## src/rtl/edit_pkg.sv

```systemverilog
package edit_pkg;

    typedef enum logic [1:0] {
        ST_IDLE,
        ST_LOAD_FILL,
        ST_WALK,
        ST_FINISH
    } edit_state_e;

    typedef enum logic [1:0] {
        PK_LIT,
        PK_DIGIT,
        PK_SIGSTART,
        PK_SEP
    } pat_kind_e;

    localparam logic [7:0] PB_DIGIT    = 8'h20;
    localparam logic [7:0] PB_SIGSTART = 8'h21;
    localparam logic [7:0] PB_SEP      = 8'h22;

    localparam logic [3:0] ZONE_EBCDIC = 4'hF;
    localparam logic [3:0] ZONE_ASCII  = 4'h5;

    localparam logic [1:0] CC_ZERO = 2'b00;
    localparam logic [1:0] CC_NEG  = 2'b01;
    localparam logic [1:0] CC_POS  = 2'b10;

    function automatic logic sign_is_positive(input logic [3:0] s);
        return (s == 4'hA) || (s == 4'hC) || (s == 4'hE) || (s == 4'hF);
    endfunction

endpackage

```

## src/rtl/edit_src_cursor.sv

```systemverilog
module edit_src_cursor
    import edit_pkg::*;
#(
    parameter int SRC_BYTES = 8
) (
    input  logic                   clk,
    input  logic                   rst_n,
    input  logic                   load,
    input  logic [8*SRC_BYTES-1:0] src_in,
    input  logic                   take,
    output logic [3:0]             digit,
    output logic                   sign_valid,
    output logic                   sign_positive
);

    localparam int SRC_W = 8 * SRC_BYTES;
    localparam int PW    = $clog2(SRC_BYTES + 1);
    localparam logic [PW-1:0] PTR_END = PW'(SRC_BYTES);

    logic [SRC_W-1:0] src_q;
    logic [PW-1:0]    byte_q;
    logic             low_q;
    logic [7:0]       cur_byte;
    logic             in_range;
    logic [PW-1:0]    byte_next;

    assign in_range  = (byte_q < PTR_END);
    assign byte_next = in_range ? byte_q + PW'(1) : byte_q;

    always_comb begin
        cur_byte = '0;
        for (int k = 0; k < SRC_BYTES; k++) begin
            if (byte_q == PW'(k)) begin
                cur_byte = src_q[8*k +: 8];
            end
        end
    end

    assign digit         = low_q ? cur_byte[3:0] : cur_byte[7:4];
    assign sign_valid    = !low_q && (cur_byte[3:0] > 4'd9);
    assign sign_positive = sign_is_positive(cur_byte[3:0]);

    always_ff @(posedge clk or negedge rst_n) begin
        if (!rst_n) begin
            src_q  <= '0;
            byte_q <= '0;
            low_q  <= 1'b0;
        end else if (load) begin
            src_q  <= src_in;
            byte_q <= '0;
            low_q  <= 1'b0;
        end else if (take) begin
            if (low_q || sign_valid) begin
                byte_q <= byte_next;
                low_q  <= 1'b0;
            end else begin
                low_q  <= 1'b1;
            end
        end
    end


    ptr_bound_chk: assert property (@(posedge clk) disable iff (!rst_n)
        byte_q <= PTR_END);


    sign_skip_chk: assert property (@(posedge clk) disable iff (!rst_n)
        (take && !load && sign_valid) |=> !low_q);


    high_then_low_chk: assert property (@(posedge clk) disable iff (!rst_n)
        (take && !load && !low_q && !sign_valid) |=> low_q);

endmodule

```

## src/rtl/edit_byte_decide.sv

```systemverilog
module edit_byte_decide
    import edit_pkg::*;
(
    input  logic [7:0] pat_byte,
    input  logic [7:0] fill,
    input  logic       sig,
    input  logic [3:0] digit,
    input  logic       ascii,
    output pat_kind_e  kind,
    output logic       take,
    output logic [7:0] out_byte,
    output logic       sig_mid
);

    logic [3:0] zone;
    logic [7:0] digit_byte;
    logic       nonzero;

    assign zone       = ascii ? ZONE_ASCII : ZONE_EBCDIC;
    assign digit_byte = {zone, digit};
    assign nonzero    = (digit != 4'd0);

    always_comb begin
        if (pat_byte == PB_DIGIT)          kind = PK_DIGIT;
        else if (pat_byte == PB_SIGSTART)  kind = PK_SIGSTART;
        else if (pat_byte == PB_SEP)       kind = PK_SEP;
        else                               kind = PK_LIT;
    end

    always_comb begin
        take     = 1'b0;
        out_byte = fill;
        sig_mid  = sig;
        unique case (kind)
            PK_DIGIT: begin
                take     = 1'b1;
                out_byte = (sig || nonzero) ? digit_byte : fill;
                sig_mid  = sig || nonzero;
            end
            PK_SIGSTART: begin
                take     = 1'b1;
                out_byte = digit_byte;
                sig_mid  = 1'b1;
            end
            PK_SEP: begin
                out_byte = fill;
                sig_mid  = 1'b0;
            end
            PK_LIT: begin
                out_byte = sig ? pat_byte : fill;
                sig_mid  = sig;
            end
            default: begin
                out_byte = fill;
            end
        endcase
    end

endmodule

```

## src/rtl/edit_cc_track.sv

```systemverilog
module edit_cc_track
    import edit_pkg::*;
(
    input  logic       clk,
    input  logic       rst_n,
    input  logic       clear,
    input  logic       digit_take,
    input  logic [3:0] digit,
    input  logic       sign_take,
    input  logic       sign_pos,
    output logic [1:0] cc
);

    logic nz_q;
    logic pos_q;

    always_ff @(posedge clk or negedge rst_n) begin
        if (!rst_n) begin
            nz_q  <= 1'b0;
            pos_q <= 1'b0;
        end else if (clear) begin
            nz_q  <= 1'b0;
            pos_q <= 1'b0;
        end else begin
            if (digit_take && (digit != 4'd0)) nz_q <= 1'b1;
            if (sign_take) pos_q <= sign_pos;
        end
    end

    always_comb begin
        if (!nz_q)      cc = CC_ZERO;
        else if (pos_q) cc = CC_POS;
        else            cc = CC_NEG;
    end


    sep_restart_chk: assert property (@(posedge clk) disable iff (!rst_n)
        clear |=> (cc == CC_ZERO));


    nonzero_marks_chk: assert property (@(posedge clk) disable iff (!rst_n)
        (!clear && digit_take && (digit != 4'd0)) |=> (cc != CC_ZERO));

endmodule

```

## src/rtl/decimal_edit_engine.sv

```systemverilog
module decimal_edit_engine
    import edit_pkg::*;
#(
    parameter int SRC_BYTES = 8,
    parameter int PAT_MAX   = 32,
    localparam int AW       = $clog2(PAT_MAX),
    localparam int SRC_W    = 8 * SRC_BYTES
) (
    input  logic             clk,
    input  logic             rst_n,
    input  logic             start,
    input  logic             ascii_mode,
    input  logic [AW-1:0]    pat_last,
    input  logic [SRC_W-1:0] src_data,
    output logic [AW-1:0]    pat_addr,
    input  logic [7:0]       pat_rdata,
    output logic             wr_en,
    output logic [7:0]       wr_data,
    output logic             busy,
    output logic             done,
    output logic [1:0]       cc
);

    edit_state_e state_q, state_d;

    logic [AW-1:0] idx_q;
    logic [AW-1:0] last_q;
    logic [7:0]    fill_q;
    logic          sig_q;
    logic          ascii_q;

    logic          accept;
    logic          in_walk;
    logic [3:0]    cur_digit;
    logic          sign_valid;
    logic          sign_positive;
    pat_kind_e     kind;
    logic          dec_take;
    logic [7:0]    dec_out;
    logic          sig_mid;
    logic          take;
    logic          sign_off;
    logic          sig_d;
    logic          cc_clear;

    assign accept   = (state_q == ST_IDLE) && start;
    assign in_walk  = (state_q == ST_WALK);
    assign take     = in_walk && dec_take;
    assign sign_off = take && sign_valid && sign_positive;
    assign sig_d    = sign_off ? 1'b0 : sig_mid;
    assign cc_clear = accept || (in_walk && (kind == PK_SEP));

    edit_src_cursor #(
        .SRC_BYTES(SRC_BYTES)
    ) u_cursor (
        .clk          (clk),
        .rst_n        (rst_n),
        .load         (accept),
        .src_in       (src_data),
        .take         (take),
        .digit        (cur_digit),
        .sign_valid   (sign_valid),
        .sign_positive(sign_positive)
    );

    edit_byte_decide u_decide (
        .pat_byte(pat_rdata),
        .fill    (fill_q),
        .sig     (sig_q),
        .digit   (cur_digit),
        .ascii   (ascii_q),
        .kind    (kind),
        .take    (dec_take),
        .out_byte(dec_out),
        .sig_mid (sig_mid)
    );

    edit_cc_track u_cc (
        .clk       (clk),
        .rst_n     (rst_n),
        .clear     (cc_clear),
        .digit_take(take),
        .digit     (cur_digit),
        .sign_take (take && sign_valid),
        .sign_pos  (sign_positive),
        .cc        (cc)
    );

    always_comb begin
        state_d = state_q;
        unique case (state_q)
            ST_IDLE:      if (accept) state_d = ST_LOAD_FILL;
            ST_LOAD_FILL: state_d = (last_q == '0) ? ST_FINISH : ST_WALK;
            ST_WALK:      if (idx_q == last_q) state_d = ST_FINISH;
            ST_FINISH:    state_d = ST_IDLE;
            default:      state_d = ST_IDLE;
        endcase
    end

    always_ff @(posedge clk or negedge rst_n) begin
        if (!rst_n) state_q <= ST_IDLE;
        else        state_q <= state_d;
    end

    always_ff @(posedge clk or negedge rst_n) begin
        if (!rst_n) begin
            idx_q   <= '0;
            last_q  <= '0;
            fill_q  <= '0;
            sig_q   <= 1'b0;
            ascii_q <= 1'b0;
        end else begin
            unique case (state_q)
                ST_IDLE: begin
                    if (accept) begin
                        idx_q   <= '0;
                        last_q  <= pat_last;
                        ascii_q <= ascii_mode;
                        sig_q   <= 1'b0;
                    end
                end
                ST_LOAD_FILL: begin
                    fill_q <= pat_rdata;
                    idx_q  <= idx_q + AW'(1);
                end
                ST_WALK: begin
                    sig_q <= sig_d;
                    if (idx_q != last_q) idx_q <= idx_q + AW'(1);
                end
                default: ;
            endcase
        end
    end

    always_comb begin
        pat_addr = idx_q;
        wr_en    = 1'b0;
        wr_data  = dec_out;
        busy     = (state_q != ST_IDLE);
        done     = 1'b0;
        unique case (state_q)
            ST_IDLE:      ;
            ST_LOAD_FILL: begin
                wr_en   = 1'b1;
                wr_data = pat_rdata;
            end
            ST_WALK:      wr_en = 1'b1;
            ST_FINISH:    done  = 1'b1;
            default:      ;
        endcase
    end


    done_pulse_chk: assert property (@(posedge clk) disable iff (!rst_n)
        done |=> !done);


    addr_step_chk: assert property (@(posedge clk) disable iff (!rst_n)
        (in_walk && (idx_q != last_q)) |=> (pat_addr == $past(pat_addr) + AW'(1)));


    finish_after_last_chk: assert property (@(posedge clk) disable iff (!rst_n)
        (in_walk && (idx_q == last_q)) |=> done);


    sig_hold_chk: assert property (@(posedge clk) disable iff (!rst_n)
        (in_walk && sig_q && (kind != PK_SEP) && !sign_off) |=> sig_q);


    start_ignored_chk: assert property (@(posedge clk) disable iff (!rst_n)
        (busy && start && !done) |=> busy);

endmodule

```

## config.mk

```make
export PLATFORM = sky130hd
export DESIGN_NAME = decimal_edit_engine
export DESIGN_NICKNAME = d
export VERILOG_FILES = /design/src/rtl/edit_pkg.sv /design/src/rtl/edit_src_cursor.sv /design/src/rtl/edit_byte_decide.sv /design/src/rtl/edit_cc_track.sv /design/src/rtl/decimal_edit_engine.sv
export SDC_FILE = /design/constraint.sdc
export NUM_CORES = 1
export LEC_CHECK = 0
export BUFFER_PORTS_ARGS = -buffer_cell sky130_fd_sc_hd__buf_4
export CAP_MARGIN = 0
export CORE_AREA = 2 2 105 107
export CTS_BUF_LIST = sky130_fd_sc_hd__clkbuf_16
export CTS_CLUSTER_DIAMETER = 50
export CTS_CLUSTER_SIZE = 14
export DETAILED_ROUTE_END_ITERATION = 16
export DIE_AREA = 0 0 107 109
export HOLD_SLACK_MARGIN = 0.15
export PLACE_DENSITY = 0.73
export SKIP_CTS_REPAIR_TIMING = 1
export SYNTH_ARGS = -nofsm -noshare
export SYNTH_HDL_FRONTEND = slang
export SYNTH_HIERARCHICAL = 1
export SYNTH_SLANG_ARGS = --single-unit
export TNS_END_PERCENT = 5
```

## constraint.sdc

```tcl
create_clock -name clk -period 4 [get_ports clk]
set_clock_uncertainty 0.15 [all_clocks]
set_input_delay 0 -clock clk [delete_from_list [all_inputs] [get_ports clk]]
set_output_delay 0 -clock clk [all_outputs]
set_load 0.1 [all_outputs]
```

# Yosys cells after proc, flatten, opt, wreduce, memory -nomap -nowiden
# Index checks and enable logic that the tools add are counted.
dict set report totals {
  wordCells 119
  out_inout_bits 18
  in_bits 81
  reg_bits 93
}
dict set report op_classes {
  mux 44
  n_lt_le_gt_ge 2
  n_eq_ne 26
  add_sub_neg 2
  reduce_logical 34
}
# cell n
set op_table {}
lappend op_table {{$mux 8} 11}
lappend op_table {{$pmux 8 s4} 1}
lappend op_table {{$eq 8x6->1 const B} 3}
lappend op_table {{$mux 4} 6}
lappend op_table {{$eq 4x3->1 const B} 4}
lappend op_table {{$eq 4x4->1 const B} 4}
lappend op_table {{$pmux 5 s3} 1}
lappend op_table {{$mux 2} 7}
lappend op_table {{$reduce_bool 2->1} 7}
lappend op_table {{$mux 1} 13}
lappend op_table {{$mux 5} 2}
lappend op_table {{$reduce_and 3->1} 3}
lappend op_table {{$eq 2x2->1 const B} 4}
lappend op_table {{$eq 4x2->1 const B} 2}
lappend op_table {{$pmux 2 s4} 1}
lappend op_table {{$logic_and 1x1->1} 7}
lappend op_table {{$logic_or 1x1->1} 6}
lappend op_table {{$add 5x1->5 const B} 1}
lappend op_table {{$eq 5x5->1} 1}
lappend op_table {{$logic_not 5->1} 1}
lappend op_table {{$ne 5x5->1} 1}
lappend op_table {{$add 4x1->4 const B} 1}
lappend op_table {{$eq 2x1->1 const B} 2}
lappend op_table {{$eq 4x1->1 const B} 1}
lappend op_table {{other kinds (14)} 18}

# Logic depth before layout (Yosys ltp)
# Gate-level depths: netlist of run 1.
dict set report depth {
  depth_word 16
  depth_mapped 17
  depth_no_buf 14
}

# Modules after synthesis
# Netlist of run 1, hierarchy kept.
# module area_per_inst_um2 cells_per_inst n_inst seq_area_each_um2
set by_module_without_submodules {}
lappend by_module_without_submodules {edit_src_cursor 3543.4 297 1 1726.7}
lappend by_module_without_submodules {decimal_edit_engine 1252.5 137 1 550.5}
lappend by_module_without_submodules {edit_byte_decide 351.6 49 1 0.0}
lappend by_module_without_submodules {edit_cc_track 91.3 9 1 50.0}

# Least setup slack after synthesis of run 1
# OpenSTA, ideal clock, no wires.
dict set report synth_timing {
  kind {register -> output}
  from {register u_cursor.byte_q[0]}
  to {output wr_data[0]}
  t_required_ps 3850
  n_path_buf 2
  arrival_time_ps 4851
  setup_slack_ps -1001
  path_stages_with_launch 17
  path_cell_list {dfrtp_1 > inv_1 > ha_1 > buf_2 > buf_2 > and3b_1 > a21oi_1 > o21ai_0 > mux4_1 > mux2i_1 > nor2_1 > nor4_2 > nand3b_2 > a21boi_0 > a221o_2 > inv_1 > o21ai_0}
}
dict set report synth_between {
  elab_chain_cells 15
  elab_cells_between_ends 22
  cone_classes {eq/ne: 7; mux: 12; reduce/logical: 3}
}
# item line
set synth_lines {}
lappend synth_lines {{start, declared} edit_src_cursor.sv:21} ;# logic [PW-1:0] byte_q;
lappend synth_lines {{start signal, assigned} edit_src_cursor.sv:54} ;# byte_q <= byte_next;
lappend synth_lines {{$logic_not 4->1} edit_src_cursor.sv:33} ;# if (byte_q == PW'(k)) begin
lappend synth_lines {{$mux 8 (7 in series)} edit_src_cursor.sv:33}
lappend synth_lines {{$mux 8 *} edit_src_cursor.sv:33}
lappend synth_lines {{$mux 4 *} edit_src_cursor.sv:39} ;# assign digit = low_q ? cur_byte[3:0] : cur_byte[7:4];
lappend synth_lines {{net cur_digit[0]} decimal_edit_engine.sv:34} ;# logic [3:0] cur_digit;
lappend synth_lines {{$reduce_bool 4->1} edit_byte_decide.sv:21} ;# assign nonzero = (digit != 4'd0);
lappend synth_lines {{$logic_or 1x1->1} edit_byte_decide.sv:37} ;# out_byte = (sig || nonzero) ? digit_byte : fill;
lappend synth_lines {{$mux 8} edit_byte_decide.sv:37}
lappend synth_lines {{$pmux 8 s4 *} edit_byte_decide.sv:34} ;# unique case (kind)
lappend synth_lines {{net dec_out[0]} decimal_edit_engine.sv:39} ;# logic [7:0] dec_out;
lappend synth_lines {{$mux 8 *} decimal_edit_engine.sv:141} ;# unique case (state_q)
lappend synth_lines {{end, declared} decimal_edit_engine.sv:18} ;# output logic [7:0] wr_data,
# The timed path passes the listed nets; every way through them passes the cells marked *.

# Worst setup path after layout of run 1
dict set report layout_timing {
  from {register u_cursor.byte_q[0]}
  to {output wr_data[3]}
}
dict set report layout_between {
  elab_chain_cells 15
  elab_cells_between_ends 22
  cone_classes {eq/ne: 7; mux: 12; reduce/logical: 3}
}
# item line
set layout_lines {}
lappend layout_lines {{$logic_not 4->1} edit_src_cursor.sv:33}
lappend layout_lines {{$mux 8 (7 in series)} edit_src_cursor.sv:33}
lappend layout_lines {{$mux 8 *} edit_src_cursor.sv:33}
lappend layout_lines {{$mux 4 *} edit_src_cursor.sv:39}
lappend layout_lines {{net cur_digit[2]} decimal_edit_engine.sv:34}
lappend layout_lines {{$reduce_bool 4->1 *} edit_byte_decide.sv:21}
lappend layout_lines {{$logic_or 1x1->1 *} edit_byte_decide.sv:37}
lappend layout_lines {{$mux 8 *} edit_byte_decide.sv:37}
lappend layout_lines {{$pmux 8 s4 *} edit_byte_decide.sv:34}
lappend layout_lines {{net dec_out[3]} decimal_edit_engine.sv:39}
lappend layout_lines {{$mux 8 *} decimal_edit_engine.sv:141}
# Marks and branches as above.

==> summary by stage, run 1 <==
CTS
The clock latency reported for the late side of the worst-skew pair is 0.34 ns. Clock-pin slew was measured on the worst setup and hold paths at 0.06 ns. The number of buffers between clock root and the deepest sink is 2. The cell chosen for the clock root is clkbuf_16. The CTS tree is done.

The CTS buffer count is 9. The clock net sink count is 93. The total number of H-tree levels is 3.

Finish
The area growth from synthesis to layout is 38.50%. The share of the core filled with cells in the final layout is 68.43%. The final-stage net count is 763.

Summing all non-filler instances in the final layout gives an area of 0.007256 sq mm. The antenna diode instance count is 0. In the final layout, the share of cells above drive strength 1 is 33.43%.

Min path
The capture endpoint of the worst hold path is last_q[0]. The tightest min-delay check is of the input port to flip-flop type. The cell count of the worst hold path is 4. In this run the most critical hold path is launched from pat_last[0].

Yosys
After synthesis the netlist holds a flip-flop and latch count of 93. The most used flip-flop cell after synthesis is dfrtp_1. Summed over its instances, the top area cell type makes up 44.42% of the synthesized netlist area. Yosys printed 6 warnings.

After synthesis, flip-flops and latches occupy 44.42% of the total area. The number of unique standard cell types used by synthesis is 70. Counting every net in the synthesized netlist gives 587.

Yosys attributes the largest share of cell area to dfrtp_1 (44%), mux2_2 (15%), ha_1 (3.3%), o21ai_0 (3.2%), nand2_1 (3.2%). The cell area that synthesis handed to floorplanning was 0.005239 sq mm. The synthesized design contains 0 enable-type register cells. The cell taking the most area after synthesis is dfrtp_1. After technology mapping, the gate count stands at 492. The mean instance size in the synthesized netlist is 10.65 sq um. After synthesis, the share of flip-flops with an asynchronous set or reset is 100.0%.

Setup path
The flop-to-flop setup slack is 0.64 ns. Among cell families on the critical path, the largest total delay comes from compound AO/OA/AOI/OAI gates. In this run the worst setup path begins at u_cursor/byte_q[0]. The type of element launching the critical path is a flip-flop. Along the worst path, the maximum fanout reaches 10. For the worst setup path, the data required time is 3.85 ns. For the worst flop-to-flop path, the logic depth is 15. The highest-delay cell along the critical path is dfrtp_2.

For this run, the slowest stage of the critical path takes 0.42 ns. The startpoint identified for the worst register-to-register timing path is u_cursor/byte_q[0]. The critical path contains buffers and inverters numbering 4 combined. The type of the worst setup path is flip-flop to output port. The endpoint identified for the worst register-to-register timing path is sig_q. Data arrives at the worst endpoint at 3.64 ns. Walking the worst path, the cells encountered are inv_1 -> ha_1 -> buf_4 -> nand2_1 -> o21ai_0 -> a222oi_1 -> nand2_1 -> o211ai_1 -> nand2_2 -> nor4_4 -> nand3b_4 -> a21boi_0 -> a221o_2 -> inv_1 -> o21ai_1 -> buf_6. The type of destination of the critical path is an output port.

Detailed routing
After detailed routing, the total wire length is 13430 microns. After detailed routing, the number of vias per cell comes to 5.492. The final routed DRC violation total is 0.

Once detail routing completed, the nets flagged for antenna violations numbered 0. The first-pass iteration count of the detailed router is 6. The first routing iteration left 225 violations. The detailed router placed 4465 vias in this run. After detailed routing, the average wire length per cell comes to 16.52 microns.

Timing
Setup violations remaining at the end of the flow were counted as 0. The worst-margin pin slew is 0.7202 ns. The final period utilization is 94.65%. Counting I/O delays and the setup requirement, the final critical path takes 3.786 ns. The count of endpoints failing hold in the final timing report came to 0.

The headroom to the max-slew limit is 51.99%. The number of pins with negative max-slew slack in the final report is 0. Timing would allow up to 264.1 MHz.

Global routing
The number of global-route vias before repair is 4234. Entering global routing, the biggest net connects 50 pins. The number of antenna violations at the first check in global routing came to 0. The total grt overflow is 0.

The total global routing track utilization is 22.01%. The global-route wire length before repair is 20200 microns.

Placed design
Detailed placement finished with a half-perimeter wire length of 8931 microns. The number of buffers inserted by port buffering is 98. After detailed placement, the total cell area comes to 0.006070 sq mm. Routability-driven placement finished with a final weighted congestion of 0.9394.

Floorplanning
The total area inside the core boundary comes to 0.01060 sq mm. 99 I/O pins were placed. The initial core utilization is 49.41%. The floorplan step defined a die boundary enclosing 0.01166 sq mm. In this run the core area contains 38 standard-cell rows. From bottom edge to top edge, the die measures 109 microns.

Measured along the x axis, the die boundary spans 107 microns.

Job
The tool flagged a number of max-cap violations equal to 0.

Power
IR analysis of the VDD net gives a maximum drop of 0.7498 mV. The cell leakage power is 3.293 nW. Overall power consumption after layout is estimated at 5.489 mW. The total power divided by cell area is 756.5 mW/mm^2.

Status
The flow ran to the end, and the final reports show no timing, DRC or antenna violations.
[per-stage QoR]
step	setup TNS, ns	instances	setup slack (ns)	hold slack (ns)
2_1_floorplan	-1.677	492	-0.4557	-0.4456
3_3_place_gp	0	715	0.5160	-0.1255
3_5_place_dp	0	715	0.3492	-0.1247
4_1_cts	-0.1085	731	-0.03750	-0.4925
5_1_grt	-0.07635	813	-0.04842	0.2741
6_report	0	813	0.2140	0.2593
[metal layers]
layer,up-vias,part of all wire (%),track usage (%)
met1,2165,42,28.87
met5,-,0,0
met3,42,4.1,2.750
met4,0,3.2,9.926
met2,159,51,36.76
li1,2099,-,-
[where the power goes]
part	internal (mW)	leakage [nW]	switching [mW]
Sequential	1.39	1.13	0.325
Combinational	1.15	2.02	1.79
Clock	0.481	0.145	0.362
[sequential cells by signal, indices dropped and copies added, names as in the netlist]
name	flops
u_cursor/src_q	64
pat_addr	5
last_q	5
u_cc/nz_q	1
u_cursor/byte_q	4
u_cc/pos_q	1
sig_q	1
ascii_q	1
fill_q	8
u_cursor/low_q	1
state_q	2
[worst max path at each step]
stage	end	depth (start not counted)	slack, ns
4_1_cts	wr_data[2]	15	-0.04
3_5_place_dp	wr_data[1]	15	0.35
3_3_place_gp	wr_data[1]	15	0.52
5_1_grt	wr_data[1]	15	-0.05
2_1_floorplan	wr_data[4]	17	-0.46
6_report	wr_data[3]	16	0.21
[cell usage after synthesis, types with 5 or more instances]
master	instances
xor2_1	6
mux2_2	68
buf_2	5
a21oi_1	26
mux2i_1	5
inv_1	39
clkbuf_1	12
nand2b_1	6
nor2_1	24
a21boi_0	5
nand3_1	8
dfrtp_1	93
buf_6	5
o21ai_0	34
ha_1	14
nand2_1	45
[final cells by class]
cell class	count	area (sq um)
Clock buffer	9	225.2
Tap cell	140	175.2
Multi-Input combinational cell	337	2663
Clock inverter	7	65.06
Timing Repair Buffer	188	1653
Sequential cell	93	2328
Fill cell	777	3347
Inverter	39	146.4
[worst register-to-register path: cells and delay by family, from the launching register on]
| family | cells | cell delay, ns |
|---|---|---|
| simple gates | 6 | 1.00 |
| flops | 1 | 0.42 |
| buf+inv | 2 | 0.32 |
| compound gates | 6 | 1.04 |
| fa+ha+maj | 1 | 0.30 |
[cells by family (layout without fill, tap and decap cells)]
| kind of cell | after synthesis | after routing | synth area share (%) |
|---|---|---|---|
| AND/OR/NAND/NOR | 119 | 119 | 11.63 |
| AO/OA/AOI/OAI | 119 | 119 | 16.19 |
| buffers and inverters | 62 | 243 | 5.469 |
| adder cells (fa/ha/maj) | 14 | 14 | 3.344 |
| XOR/XNOR | 6 | 6 | 1.003 |
| flip-flops | 93 | 93 | 44.42 |
| multiplexers | 79 | 79 | 17.94 |
[cells in the final DEF, fill, tap and decap left out, drive strengths merged, types with 3 or more instances in the layout]
cell type    instances
nor3                 6
xor2                 6
o2bb2ai              3
nor4                 3
dfrtp               93
or2                  3
and2                 4
inv                 40
a211oi               3
nand2               45
a22o                 3
and3                 4
a21boi               5
o21ai               37
a31oi                4
clkbuf               9
nor2                25
buf                107
dlygate4sd3         81
clkinv               5
mux2                71
ha                  14
a21oi               29
a21o                 3
mux2i                5
nand3b               5
nand3                8
nor2b                5
a221o                4
mux4                 3
nand2b               7
Note: power is estimated with default switching activity, not from simulation.
==> inputs of run 2 (changes only) <==
--- a/config.mk
+++ b/config.mk
@@ -5,7 +5,6 @@
 export SDC_FILE = /design/constraint.sdc
 export NUM_CORES = 1
 export LEC_CHECK = 0
-export BUFFER_PORTS_ARGS = -buffer_cell sky130_fd_sc_hd__buf_4
 export CAP_MARGIN = 0
 export CORE_AREA = 2 2 105 107
 export CTS_BUF_LIST = sky130_fd_sc_hd__clkbuf_16
@@ -13,8 +12,8 @@
 export CTS_CLUSTER_SIZE = 14
 export DETAILED_ROUTE_END_ITERATION = 16
 export DIE_AREA = 0 0 107 109
+export DONT_BUFFER_PORTS = 1
 export HOLD_SLACK_MARGIN = 0.15
-export PLACE_DENSITY = 0.73
 export SKIP_CTS_REPAIR_TIMING = 1
 export SYNTH_ARGS = -nofsm -noshare
 export SYNTH_HDL_FRONTEND = slang
==> summary by stage, run 2 (synthesis gave the netlist of run 1 again) <==
Status
The flow ran to the end, and the final reports show no timing, DRC or antenna violations.

CTS
TritonCTS built the clock tree. The total number of H-tree levels is 3 (unchanged). The cell chosen for the clock root is clkbuf_16. The clock-pin slew of the registers on the worst-case setup and hold paths is 0.07 ns (about the same). The clock net sink count came to 93 (unchanged). The clock latency reported for the late side of the worst-skew pair is 0.35 ns (about the same). The CTS buffer count was 9 (unchanged). The number of buffers between clock root and the deepest sink is 2 (unchanged).

Finish
The antenna diode instance count was 0 (unchanged). The largest registers in the layout are u_cursor/src_q (64), fill_q (8). The most common library cell in the layout ignoring fill and taps is dfrtp_1. The register containing the most flip-flops in the final layout is u_cursor/src_q. The growth of design area from synthesis to finish is 30.31%.

In the layout the commonest cells are dfrtp_1 (93), dlygate4sd3_1 (86), mux2_2 (68), nand2_1 (45), inv_1 (38). The share of layout cells above drive strength 1 is 25.04% (-8.4 points). The share of the core filled with cells in the final layout is 64.39% (-4.0 points).

The final-stage net count is 681 (-11%). The flip-flop count of the largest register, all copies and words added is 64 (unchanged).

Floorplanning
The number of core rows is 38 (unchanged). The area of the core region is 0.01060 sq mm (unchanged). The die area is 0.01166 sq mm (unchanged). The number of top-level design ports is 99 (unchanged). The die span in y is 109 microns (unchanged).

The initial core utilization is 49.41% (unchanged). The horizontal die dimension came to 107 microns (unchanged).

Timing
The maximum operating frequency is 267.8 MHz (+1.4%). The worst-margin pin slew is 1.098 ns (+0.3777 ns). Setup repair after global routing left no endpoint under its margin. The final worst setup slack is 0.2662 ns (+0.05219 ns).

The final period utilization is 93.34% (-1.3 points). The worst hold slack across all endpoints is 0.1025 ns (-0.1568 ns). The number of pins with negative max-slew slack in the final report is 0 (unchanged). The post-route minimum period came to 3.734 ns (-0.05219 ns). The headroom to the max-slew limit is 26.73% (-25 points). The count of endpoints failing hold in the final timing report was 0 (unchanged). The final count of negative-setup-slack endpoints is 0 (unchanged).

Setup path
The setup path with the least slack is of type flip-flop to output port. The arrival time at the worst endpoint was 3.58 ns (-0.06 ns). The data required time at the worst endpoint is 3.85 ns (about the same).

The worst setup path is captured at an output port. The type of element launching the critical path is a flip-flop. The highest fanout seen on the critical path is 18 (+8).

Detailed routing
The first-pass iteration count of the detailed router came to 4 (-2). The final routed DRC violation total came to 0 (unchanged). The total wirelength of the detailed-routed design is 12440 microns (-7.3%). The via total after detailed routing was 3998 (-10%). The number of antenna-violating nets in the routed design was 0 (unchanged). The routed length per placed instance came to 17.02 microns (+3.0%). The average vias per placed instance is 5.469 (-0.41%). The iteration-0 DRC count of the detailed router is 236 (+4.9%).

Placed design
The final RePlAce weighted congestion is 0.8163 (-13%). The number of buffers inserted by port buffering was 0 (-100%). The post-detailed-placement half-perimeter wirelength is 8361 microns (-6.4%). The worst slack after detailed placement is 0.3900 ns (+0.04084 ns).

Global routing
The total global routing track utilization was 20.87% (-1.1 points). The global-route wire length before repair was 18840 microns (-6.7%). The number of global-route vias before repair is 3650 (-14%). The total grt overflow is 0 (unchanged). The pin count of the biggest net entering global routing is 94 (+88%). The number of antenna violations at the first check in global routing was 0 (unchanged).

Power
The total power of the final layout is 5.675 mW (+3.4%). The total power divided by cell area is 831.3 mW/mm^2 (+9.9%). The cell leakage power is 2.952 nW (-10%). The peak ir drop on the vdd network is 0.6457 mV (-14%).

Job
The number of max-cap violations came to 0 (unchanged).

Min path
The tightest min-delay check is of the input port to flip-flop type.
run 2: changes by cell type in the layout (fill, tap and decap cells not counted), sizes merged:
| cell | previous run | this run |
|---|---|---|
| inv | 40 | 42 |
| clkinv | 5 | 0 |
| clkinvlp | 0 | 2 |
| dlygate4sd3 | 81 | 86 |
| buf | 107 | 20 |
| bufinv | 1 | 2 |
run 2: worst max-delay path: stages, from the launching register on:
cell and delay (ns):
dfrtp_1 0.46, ha_2 0.50, inv_1 0.11, buf_4 0.18
o221ai_1 0.22, o22a_1 0.22, nor2_1 0.08, nand2_1 0.08
nand2_1 0.13, nor4_4 0.35, nand3b_4 0.16, a21boi_0 0.20
a221o_2 0.13, inv_1 0.04, o21ai_2 0.17, buf_12 0.20
run 2: per-layer routing:
| layer | GRT usage (%) | vias to the layer above | share of wire [%] |
|---|---|---|---|
| li1 | - | 1941 | - |
| met1 | 27.31 | 1953 | 45 |
| met2 | 32.89 | 85 | 49 |
| met3 | 6.695 | 19 | 3.7 |
| met4 | 7.236 | 0 | 2.0 |
| met5 | 0 | - | 0 |
run 2: path summary, 6_finish.rpt:
kind | start | end | slack (ns) | cells after the start
max | u_cursor/byte_q[1] | wr_data[3] | 0.27 | 15
min | pat_rdata[4] | u_cc/pos_q | 0.10 | 6
max reg2reg | u_cursor/byte_q[1] | sig_q | 0.70 | 14
min reg2reg | u_cursor/src_q[28] | u_cursor/src_q[28] | 0.36 | 1
max in group asynchronous | rst_n | u_cursor/src_q[27] | 2.64 | 4
min in group asynchronous | rst_n | u_cursor/src_q[35] | 0.56 | 3
run 2: stage by stage:
stage               TNS (ns)  cell area (sq um)  std cells
finish                     0               6827        731
floorplan             -1.677               5239        492
detailed placement         0               5529        627
global route               0               6827        731
CTS                 -0.01012               5858        643
global placement           0               5529        627
run 2: report_power, final:
part           switching (mW)  total, mW  internal (mW)  leakage [nW]
sequential              0.344       1.73           1.39          1.13
combinational            1.77       3.00           1.23          1.67
clock                   0.389      0.945          0.556         0.155
run 2: layout make-up:
| class | count | area (sq um) |
|---|---|---|
| tap | 140 | 175.2 |
| clock inverter | 7 | 103.9 |
| clock buffer | 9 | 225.2 |
| sequential | 93 | 2327 |
| fill | 843 | 3776 |
| multi-input combinational | 337 | 2710 |
| inverter | 39 | 146.4 |
| timing repair buffer | 106 | 1139 |
